==> config.mk <==
export PLATFORM = sky130hd
export DESIGN_NAME = strided_bank_loader
export DESIGN_NICKNAME = d
export VERILOG_FILES = /design/src/rtl/vld_pkg.sv /design/src/rtl/vld_bank.sv /design/src/rtl/vld_issue.sv /design/src/rtl/vld_ret_pipe.sv /design/src/rtl/strided_bank_loader.sv
export SDC_FILE = /design/constraint.sdc
export NUM_CORES = 1
export LEC_CHECK = 0
export BUFFER_PORTS_ARGS = -buffer_cell sky130_fd_sc_hd__buf_2
export CAP_MARGIN = 20
export CORE_ASPECT_RATIO = 0.8
export CORE_MARGIN = 2
export CORE_UTILIZATION = 50
export CTS_CLUSTER_SIZE = 20
export DETAILED_ROUTE_END_ITERATION = 8
export GPL_ROUTABILITY_DRIVEN = 0
export GPL_TIMING_DRIVEN = 0
export PLACE_DENSITY = 0.7
export SYNTH_ARGS = -nofsm -noshare
export SYNTH_HDL_FRONTEND = slang
export SYNTH_MEMORY_MAX_BITS = 65536
export SYNTH_SLANG_ARGS = --single-unit
==> constraint.sdc <==
create_clock -name clk -period 2 [get_ports clk]
set_clock_uncertainty 0.05 [all_clocks]
set_input_delay 0.2 -clock clk [delete_from_list [all_inputs] [get_ports clk]]
set_output_delay 0.2 -clock clk [all_outputs]
set_load 0.02 [all_outputs]
==> src/rtl/vld_pkg.sv <==
package vld_pkg;

    typedef enum logic [1:0] {
        LD_IDLE  = 2'd0,
        LD_ISSUE = 2'd1,
        LD_DRAIN = 2'd2
    } ld_state_e;

    localparam int DEF_ADDR_W  = 8;
    localparam int DEF_N_BANKS = 8;
    localparam int DEF_BUSY    = 6;
    localparam int DEF_MEM_LAT = 12;
    localparam int DEF_MAX_VL  = 64;

    function automatic int vl_width(input int max_vl);
        return $clog2(max_vl + 1);
    endfunction

endpackage

==> src/rtl/vld_bank.sv <==
module vld_bank #(
    parameter int ADDR_W  = 8,
    parameter int N_BANKS = 8,
    parameter int BUSY    = 6,
    parameter int BANK_ID = 0,
    localparam int BSEL_W = $clog2(N_BANKS),
    localparam int ROW_W  = ADDR_W - BSEL_W,
    localparam int ROWS   = 1 << ROW_W,
    localparam int DATA_W = 2 * ADDR_W,
    localparam int CNT_W  = $clog2(BUSY + 1)
) (
    input  logic              clk,
    input  logic              rst,
    input  logic              req_i,
    input  logic [ROW_W-1:0]  row_i,
    output logic [DATA_W-1:0] rd_data_o,
    output logic              free_o
);

    logic [DATA_W-1:0] mem [ROWS];
    logic [CNT_W-1:0]  busy_cnt;

    always_ff @(posedge clk) begin
        if (rst) begin
            for (int r = 0; r < ROWS; r++) begin
                mem[r] <= {~ADDR_W'(r * N_BANKS + BANK_ID), ADDR_W'(r * N_BANKS + BANK_ID)};
            end
        end
    end

    always_ff @(posedge clk) begin
        if (rst) begin
            busy_cnt <= '0;
        end else if (req_i) begin
            busy_cnt <= CNT_W'(BUSY - 1);
        end else if (busy_cnt != '0) begin
            busy_cnt <= busy_cnt - 1'b1;
        end
    end

    assign free_o    = (busy_cnt == '0);
    assign rd_data_o = mem[row_i];

endmodule

==> src/rtl/vld_issue.sv <==
module vld_issue
    import vld_pkg::*;
#(
    parameter int ADDR_W  = 8,
    parameter int N_BANKS = 8,
    parameter int MAX_VL  = 64,
    localparam int BSEL_W = $clog2(N_BANKS),
    localparam int ROW_W  = ADDR_W - BSEL_W,
    localparam int VL_W   = vl_width(MAX_VL),
    localparam int IDX_W  = $clog2(MAX_VL)
) (
    input  logic               clk,
    input  logic               rst,
    input  logic               start_i,
    input  logic [ADDR_W-1:0]  base_i,
    input  logic [ADDR_W-1:0]  stride_i,
    input  logic [VL_W-1:0]    vlen_i,
    input  logic [N_BANKS-1:0] bank_free_i,
    input  logic               done_i,
    output logic [N_BANKS-1:0] bank_req_o,
    output logic [BSEL_W-1:0]  bank_sel_o,
    output logic [ROW_W-1:0]   row_o,
    output logic               fire_o,
    output logic [IDX_W-1:0]   idx_o,
    output logic               last_o,
    output logic               zero_done_o
);

    ld_state_e         st_q;
    logic [ADDR_W-1:0] addr_q;
    logic [ADDR_W-1:0] stride_q;
    logic [IDX_W-1:0]  idx_q;
    logic [IDX_W-1:0]  last_idx_q;
    logic              zero_q;
    logic [VL_W-1:0]   vl_eff;

    assign vl_eff      = (vlen_i > VL_W'(MAX_VL)) ? VL_W'(MAX_VL) : vlen_i;
    assign bank_sel_o  = addr_q[BSEL_W-1:0];
    assign row_o       = addr_q[ADDR_W-1:BSEL_W];
    assign fire_o      = (st_q == LD_ISSUE) && bank_free_i[bank_sel_o];
    assign idx_o       = idx_q;
    assign last_o      = (idx_q == last_idx_q);
    assign zero_done_o = zero_q;

    always_comb begin
        bank_req_o = '0;
        if (fire_o) begin
            bank_req_o[bank_sel_o] = 1'b1;
        end
    end

    always_ff @(posedge clk) begin
        if (rst) begin
            st_q       <= LD_IDLE;
            addr_q     <= '0;
            stride_q   <= '0;
            idx_q      <= '0;
            last_idx_q <= '0;
            zero_q     <= 1'b0;
        end else begin
            zero_q <= 1'b0;
            case (st_q)
                LD_IDLE: begin
                    if (start_i) begin
                        addr_q     <= base_i;
                        stride_q   <= stride_i;
                        idx_q      <= '0;
                        last_idx_q <= IDX_W'(vl_eff - 1'b1);
                        if (vl_eff == '0) begin
                            zero_q <= 1'b1;
                            st_q   <= LD_DRAIN;
                        end else begin
                            st_q <= LD_ISSUE;
                        end
                    end
                end
                LD_ISSUE: begin
                    if (fire_o) begin
                        addr_q <= addr_q + stride_q;
                        idx_q  <= idx_q + 1'b1;
                        if (last_o) begin
                            st_q <= LD_DRAIN;
                        end
                    end
                end
                default: begin
                    if (done_i) begin
                        st_q <= LD_IDLE;
                    end
                end
            endcase
        end
    end

endmodule

==> src/rtl/vld_ret_pipe.sv <==
module vld_ret_pipe #(
    parameter int W   = 8,
    parameter int LAT = 12
) (
    input  logic         clk,
    input  logic         rst,
    input  logic         in_valid_i,
    input  logic [W-1:0] in_bits_i,
    output logic         out_valid_o,
    output logic [W-1:0] out_bits_o
);

    logic         vld_q  [LAT];
    logic [W-1:0] bits_q [LAT];

    always_ff @(posedge clk) begin
        if (rst) begin
            for (int s = 0; s < LAT; s++) begin
                vld_q[s] <= 1'b0;
            end
        end else begin
            vld_q[0] <= in_valid_i;
            for (int s = 1; s < LAT; s++) begin
                vld_q[s] <= vld_q[s-1];
            end
        end
    end

    always_ff @(posedge clk) begin
        bits_q[0] <= in_bits_i;
        for (int s = 1; s < LAT; s++) begin
            bits_q[s] <= bits_q[s-1];
        end
    end

    assign out_valid_o = vld_q[LAT-1];
    assign out_bits_o  = bits_q[LAT-1];

endmodule

==> src/rtl/strided_bank_loader.sv <==
module strided_bank_loader
    import vld_pkg::*;
#(
    parameter int ADDR_W    = DEF_ADDR_W,
    parameter int N_BANKS   = DEF_N_BANKS,
    parameter int BANK_BUSY = DEF_BUSY,
    parameter int MEM_LAT   = DEF_MEM_LAT,
    parameter int MAX_VL    = DEF_MAX_VL,
    localparam int BSEL_W   = $clog2(N_BANKS),
    localparam int ROW_W    = ADDR_W - BSEL_W,
    localparam int DATA_W   = 2 * ADDR_W,
    localparam int VL_W     = vl_width(MAX_VL),
    localparam int IDX_W    = $clog2(MAX_VL)
) (
    input  logic              clk,
    input  logic              rst,
    input  logic              start_i,
    input  logic [ADDR_W-1:0] base_i,
    input  logic [ADDR_W-1:0] stride_i,
    input  logic [VL_W-1:0]   vlen_i,
    output logic              elem_valid_o,
    output logic [IDX_W-1:0]  elem_idx_o,
    output logic [DATA_W-1:0] elem_data_o,
    output logic              done_o
);

    typedef struct packed {
        logic              last;
        logic [IDX_W-1:0]  idx;
        logic [DATA_W-1:0] data;
    } ret_t;

    logic [N_BANKS-1:0] bank_req;
    logic [N_BANKS-1:0] bank_free;
    logic [BSEL_W-1:0]  bank_sel;
    logic [ROW_W-1:0]   row;
    logic               fire;
    logic [IDX_W-1:0]   issue_idx;
    logic               issue_last;
    logic               zero_done;
    logic [DATA_W-1:0]  rd_data [N_BANKS];
    ret_t               ret_in;
    ret_t               ret_out;
    logic               ret_valid;
    logic               done_q;

    vld_issue #(
        .ADDR_W (ADDR_W),
        .N_BANKS(N_BANKS),
        .MAX_VL (MAX_VL)
    ) u_issue (
        .clk        (clk),
        .rst        (rst),
        .start_i    (start_i),
        .base_i     (base_i),
        .stride_i   (stride_i),
        .vlen_i     (vlen_i),
        .bank_free_i(bank_free),
        .done_i     (done_q),
        .bank_req_o (bank_req),
        .bank_sel_o (bank_sel),
        .row_o      (row),
        .fire_o     (fire),
        .idx_o      (issue_idx),
        .last_o     (issue_last),
        .zero_done_o(zero_done)
    );

    for (genvar b = 0; b < N_BANKS; b++) begin : g_bank
        vld_bank #(
            .ADDR_W (ADDR_W),
            .N_BANKS(N_BANKS),
            .BUSY   (BANK_BUSY),
            .BANK_ID(b)
        ) u_bank (
            .clk      (clk),
            .rst      (rst),
            .req_i    (bank_req[b]),
            .row_i    (row),
            .rd_data_o(rd_data[b]),
            .free_o   (bank_free[b])
        );
    end

    assign ret_in = '{last: issue_last, idx: issue_idx, data: rd_data[bank_sel]};

    vld_ret_pipe #(
        .W  ($bits(ret_t)),
        .LAT(MEM_LAT)
    ) u_ret (
        .clk        (clk),
        .rst        (rst),
        .in_valid_i (fire),
        .in_bits_i  (ret_in),
        .out_valid_o(ret_valid),
        .out_bits_o (ret_out)
    );

    always_ff @(posedge clk) begin
        if (rst) begin
            done_q <= 1'b0;
        end else begin
            done_q <= (ret_valid && ret_out.last) || zero_done;
        end
    end

    assign elem_valid_o = ret_valid;
    assign elem_idx_o   = ret_out.idx;
    assign elem_data_o  = ret_out.data;
    assign done_o       = done_q;

endmodule

==> impl_table.tex <==
\begin{tabular}{lr}
\hline
Metric & Value \\
\hline
\multicolumn{2}{l}{\textbf{Place}} \\
\quad Placed wire-length estimate after detailed placement & 8.95 mm \\
\quad Count of input and output buffers & between 40 and 50 \\
\quad Number of cells in the design after placement & 1020 \\
\quad Pre-CTS worst setup slack & -0.460 ns \\
\multicolumn{2}{l}{\textbf{Final layout}} \\
\quad Count of filler cells inserted in the layout & 1316 \\
\quad Most common cell after layout, fill and taps aside & dfxtp\_1 \\
\quad Area occupied by multi-input gates & between 2000 and 2500 um2 \\
\quad Fraction of final layout cells with drive strength greater than 1 & 0.281 \\
\quad Final core occ & 0.648 \\
\quad Most frequent cells in the layout & 335 x dfxtp\_1, 49 x buf\_2, 45 x buf\_4 \\
\quad Layout Nets & $\sim$900 \\
\quad Count of non-filler cells in the finished layout & between 1000 and 1500 \\
\quad Count of antenna diodes in the layout & 0 \\
\quad Register area & 7000 um2 \\
\quad Post-synthesis to final-layout area growth & 26.0\% \\
\multicolumn{2}{l}{\textbf{Synth}} \\
\quad Number of distinct standard cells referenced by the synthesized netlist & 52 \\
\quad Part of the Yosys area used for sequential elements & 0.743 \\
\quad Syn\_nets & 780 \\
\quad Count of yosys warnings during synthesis & 0 \\
\quad Post-synthesis instance area & 9410 um2 \\
\quad Synth async-reset ratio & 0 \\
\quad Number of enable-type register cells in the synthesized netlist & 0 \\
\quad Gate count after technology mapping & $\sim$720 \\
\quad Primary flip-flop cell chosen by synthesis mapping & dfxtp\_1 \\
\quad Total of flip-flops plus latches after synthesis & approximately 350 \\
\quad Avg Synthesized Cell Area & between 10 and 15 um2 \\
\multicolumn{2}{l}{\textbf{Global routing}} \\
\quad Aggregate global-route resource usage & 0.153 \\
\quad Largest net degree at the start of global routing & 17 \\
\quad Congestion Overflow GR & 0 \\
\quad Number of global-route vias before repair & 5315 \\
\quad Global-route wire length before repair & approximately 24 mm \\
\quad Antenna violations before repair & 0 \\
\multicolumn{2}{l}{\textbf{Clock network}} \\
\quad Clock tree root driver cell & clkbuf\_16 \\
\quad Cts bufs inserted & 31 \\
\quad Maximum level of the CTS H-tree & 1 \\
\quad Number of sinks handled by clock tree synthesis & 349 \\
\quad Clock-pin slew of the registers on the worst-case setup and hold paths & roughly 0.06 ns \\
\quad Later-pin clock latency in the skew report & about 0.56 ns \\
\quad Clock tree from TritonCTS & built \\
\quad Number of buffers between clock root and the deepest sink & 3 \\
\multicolumn{2}{l}{\textbf{Power and ir drop}} \\
\quad Max VDD drop & $\sim$0.79 mV \\
\quad Power per Cell Area & 1700 nW/um2 \\
\quad Total leakage power & 4.91 nW \\
\multicolumn{2}{l}{\textbf{Routing}} \\
\quad Average wire per cell in the routed design & 13.6 um \\
\quad DRT Pass-1 Iters & 4 \\
\quad Via Count & 5243 \\
\quad Vias per cell & around 4.7 \\
\quad Final antenna-violating net count & 0 \\
\quad Residual DRC & 0 \\
\quad Wire length reported by the detailed router & 15.2 mm \\
\quad Number of DRC violations after detailed-routing iteration 0 & between 200 and 300 \\
\multicolumn{2}{l}{\textbf{Floorplan}} \\
\quad Die Span Y & 127 um \\
\quad Die Outline Area & 19900 um2 \\
\quad Starting density of the core & 0.515 \\
\quad Number of primary I/O pins & 50 \\
\quad Core Footprint & 18300 um2 \\
\quad Num rows & 44 \\
\quad Die Span X & 157 um \\
\multicolumn{2}{l}{\textbf{Setup path}} \\
\quad Endpoint type of the worst setup path & register \\
\quad Critical path class & register to register \\
\quad Critical Path Fanout Max & 5 \\
\quad Worst path arrival time & 2.70 ns \\
\quad Worst setup SP type & register \\
\quad Top cell family by delay on the critical path & multiplexers \\
\quad Worst path cell trace & inv\_2 > ha\_4 > ha\_4 > mux4\_2 > buf\_6 > nor2\_4 > o31ai\_4 > buf\_6 > a311oi\_4 \\
\quad Library cell contributing the largest single delay on the critical path & mux4\_2 \\
\quad CP required & around 2.4 ns \\
\quad Critical path buffers and inverters & 3 \\
\quad Crit-path max cell delay & 0.49 ns \\
\multicolumn{2}{l}{\textbf{STA}} \\
\quad Setup violation total in the final timing report & 45 \\
\quad Worst relative slew slack & 0.468 \\
\quad Final TNS setup & -8.58 ns \\
\quad Period minus WS final & roughly 2.3 ns \\
\quad Period utilisation layout & 1.14 \\
\quad Peak clock frequency supported by timing & 0.437 GHz \\
\quad Slew at the pin with the worst max-slew slack & 0.799 ns \\
\quad Setup WS post-layout & -0.290 ns \\
\quad Final hold vios & 0 \\
\quad Unrepaired setup endpoints after global routing & true \\
\quad Max-slew violations & 0 \\
\multicolumn{2}{l}{\textbf{Outcome}} \\
\quad Violated checks & negative setup slack \\
\quad Status & finished with violations \\
\multicolumn{2}{l}{\textbf{Min path}} \\
\quad Hold WC Path Type & input port to register \\
\multicolumn{2}{l}{\textbf{Job}} \\
\quad Reported max-cap violation count & 0 \\
\hline
\end{tabular}
[routing by layer]
layer  vias to the layer above  share of wire  global-route usage
met5                         -              0                   0
met4                         0          0.048              0.0834
met3                        61          0.051              0.0335
met2                       135           0.50               0.279
met1                      2470           0.40               0.165
li1                       2577              -                   -
[worst paths after layout]
path         slack, ns  cells past startpoint               endpoint                         start
min               0.02                      4  u_issue.last_idx_q[0]                     vlen_i[0]
max              -0.29                      9              ret_in[6]  g_bank[0].u_bank.busy_cnt[0]
min reg2reg       0.27                      0    u_ret.bits_q[1][69]           u_ret.bits_q[1][46]
max reg2reg      -0.29                      9              ret_in[6]  g_bank[0].u_bank.busy_cnt[0]
[flip-flops by register name (all words and copies together) (netlist names)]
name,count
u_ret.bits_q,276
g_bank.u_bank.busy_cnt,24
u_ret.vld_q,12
u_issue.addr_q,8
u_issue.stride_q,8
u_issue.idx_o,6
u_issue.last_idx_q,6
ret_in,4
u_issue.st_q,2
done_o,1
g_bank.u_bank.rd_data_o,1
u_issue.zero_done_o,1
[stage by stage]
step / hold WS [ns] / power, mW / area (um2)
2_1_floorplan: 0.260 / 12.1 / 9520
3_3_place_gp: 0.260 / 12.7 / 10100
3_5_place_dp: 0.262 / 13.0 / 10100
4_1_cts: 0.00140 / 20.0 / 11700
5_1_grt: 0.0528 / 21.1 / 11900
6_report: 0.0239 / 20.1 / 11900
[synth_stat cells (5+ instances only)]
| cell | number | area [um2] |
|---|---|---|
| xnor2_1 | 7 | 61.3 |
| nand3_1 | 11 | 55.1 |
| nor3_1 | 14 | 70.1 |
| nor2b_1 | 16 | 100 |
| buf_4 | 23 | 173 |
| inv_1 | 45 | 169 |
| a211oi_1 | 10 | 75.1 |
| ha_1 | 34 | 425 |
| nor2_1 | 34 | 128 |
| mux2i_1 | 10 | 100 |
| clkbuf_1 | 12 | 45.0 |
| o21ai_0 | 5 | 25.0 |
| a21oi_1 | 43 | 215 |
| dfxtp_1 | 349 | 6990 |
| a311oi_1 | 9 | 78.8 |
| xor2_1 | 12 | 105 |
| nand2_1 | 34 | 128 |
[layout make-up]
| class | count | share of cell area |
|---|---|---|
| buffer | 40 | 0.0226 |
| clock buffer | 43 | 0.0752 |
| clock inverter | 11 | 0.0170 |
| inverter | 45 | 0.0143 |
| multi-input combinational | 285 | 0.201 |
| sequential | 349 | 0.591 |
| tap | 253 | 0.0267 |
| timing repair buffer | 91 | 0.0524 |
[worst register-to-register path: stages, from the launching register on]
cell and delay [ns]:
dfxtp_2 0.34, inv_2 0.05, ha_4 0.16, ha_4 0.16, mux4_2 0.49, buf_6 0.15
nor2_4 0.19, o31ai_4 0.13, buf_6 0.19, a311oi_4 0.28
[logic make-up after synthesis]
kind of cell | after synthesis | synth area share
DFF | 349 | 0.743
and+or+nand+nor | 134 | 0.0725
buffers and inverters | 85 | 0.0451
AOI/OAI and AO/OA | 84 | 0.0591
adders and majority gates | 35 | 0.0474
xor gates and xnor gates | 19 | 0.0177
muxes | 13 | 0.0154
[power breakdown]
group          leakage, nW  switching [mW]  internal [mW]
sequential            2.88           0.632           9.15
clock                0.535            2.44           3.75
combinational         1.49            2.17           1.95
[what timing repair did]
item | in CTS | in global routing
pin swaps | 32 | 18
setup buffers | 19 | 5
gates resized for setup | 58 | 19
hold endpoints to repair | 30 | 0
setup endpoints to repair | 43 | 54
gates cloned | 2 | 0
hold buffers | 17 | 0
Note: power is estimated with default switching activity, not from simulation.
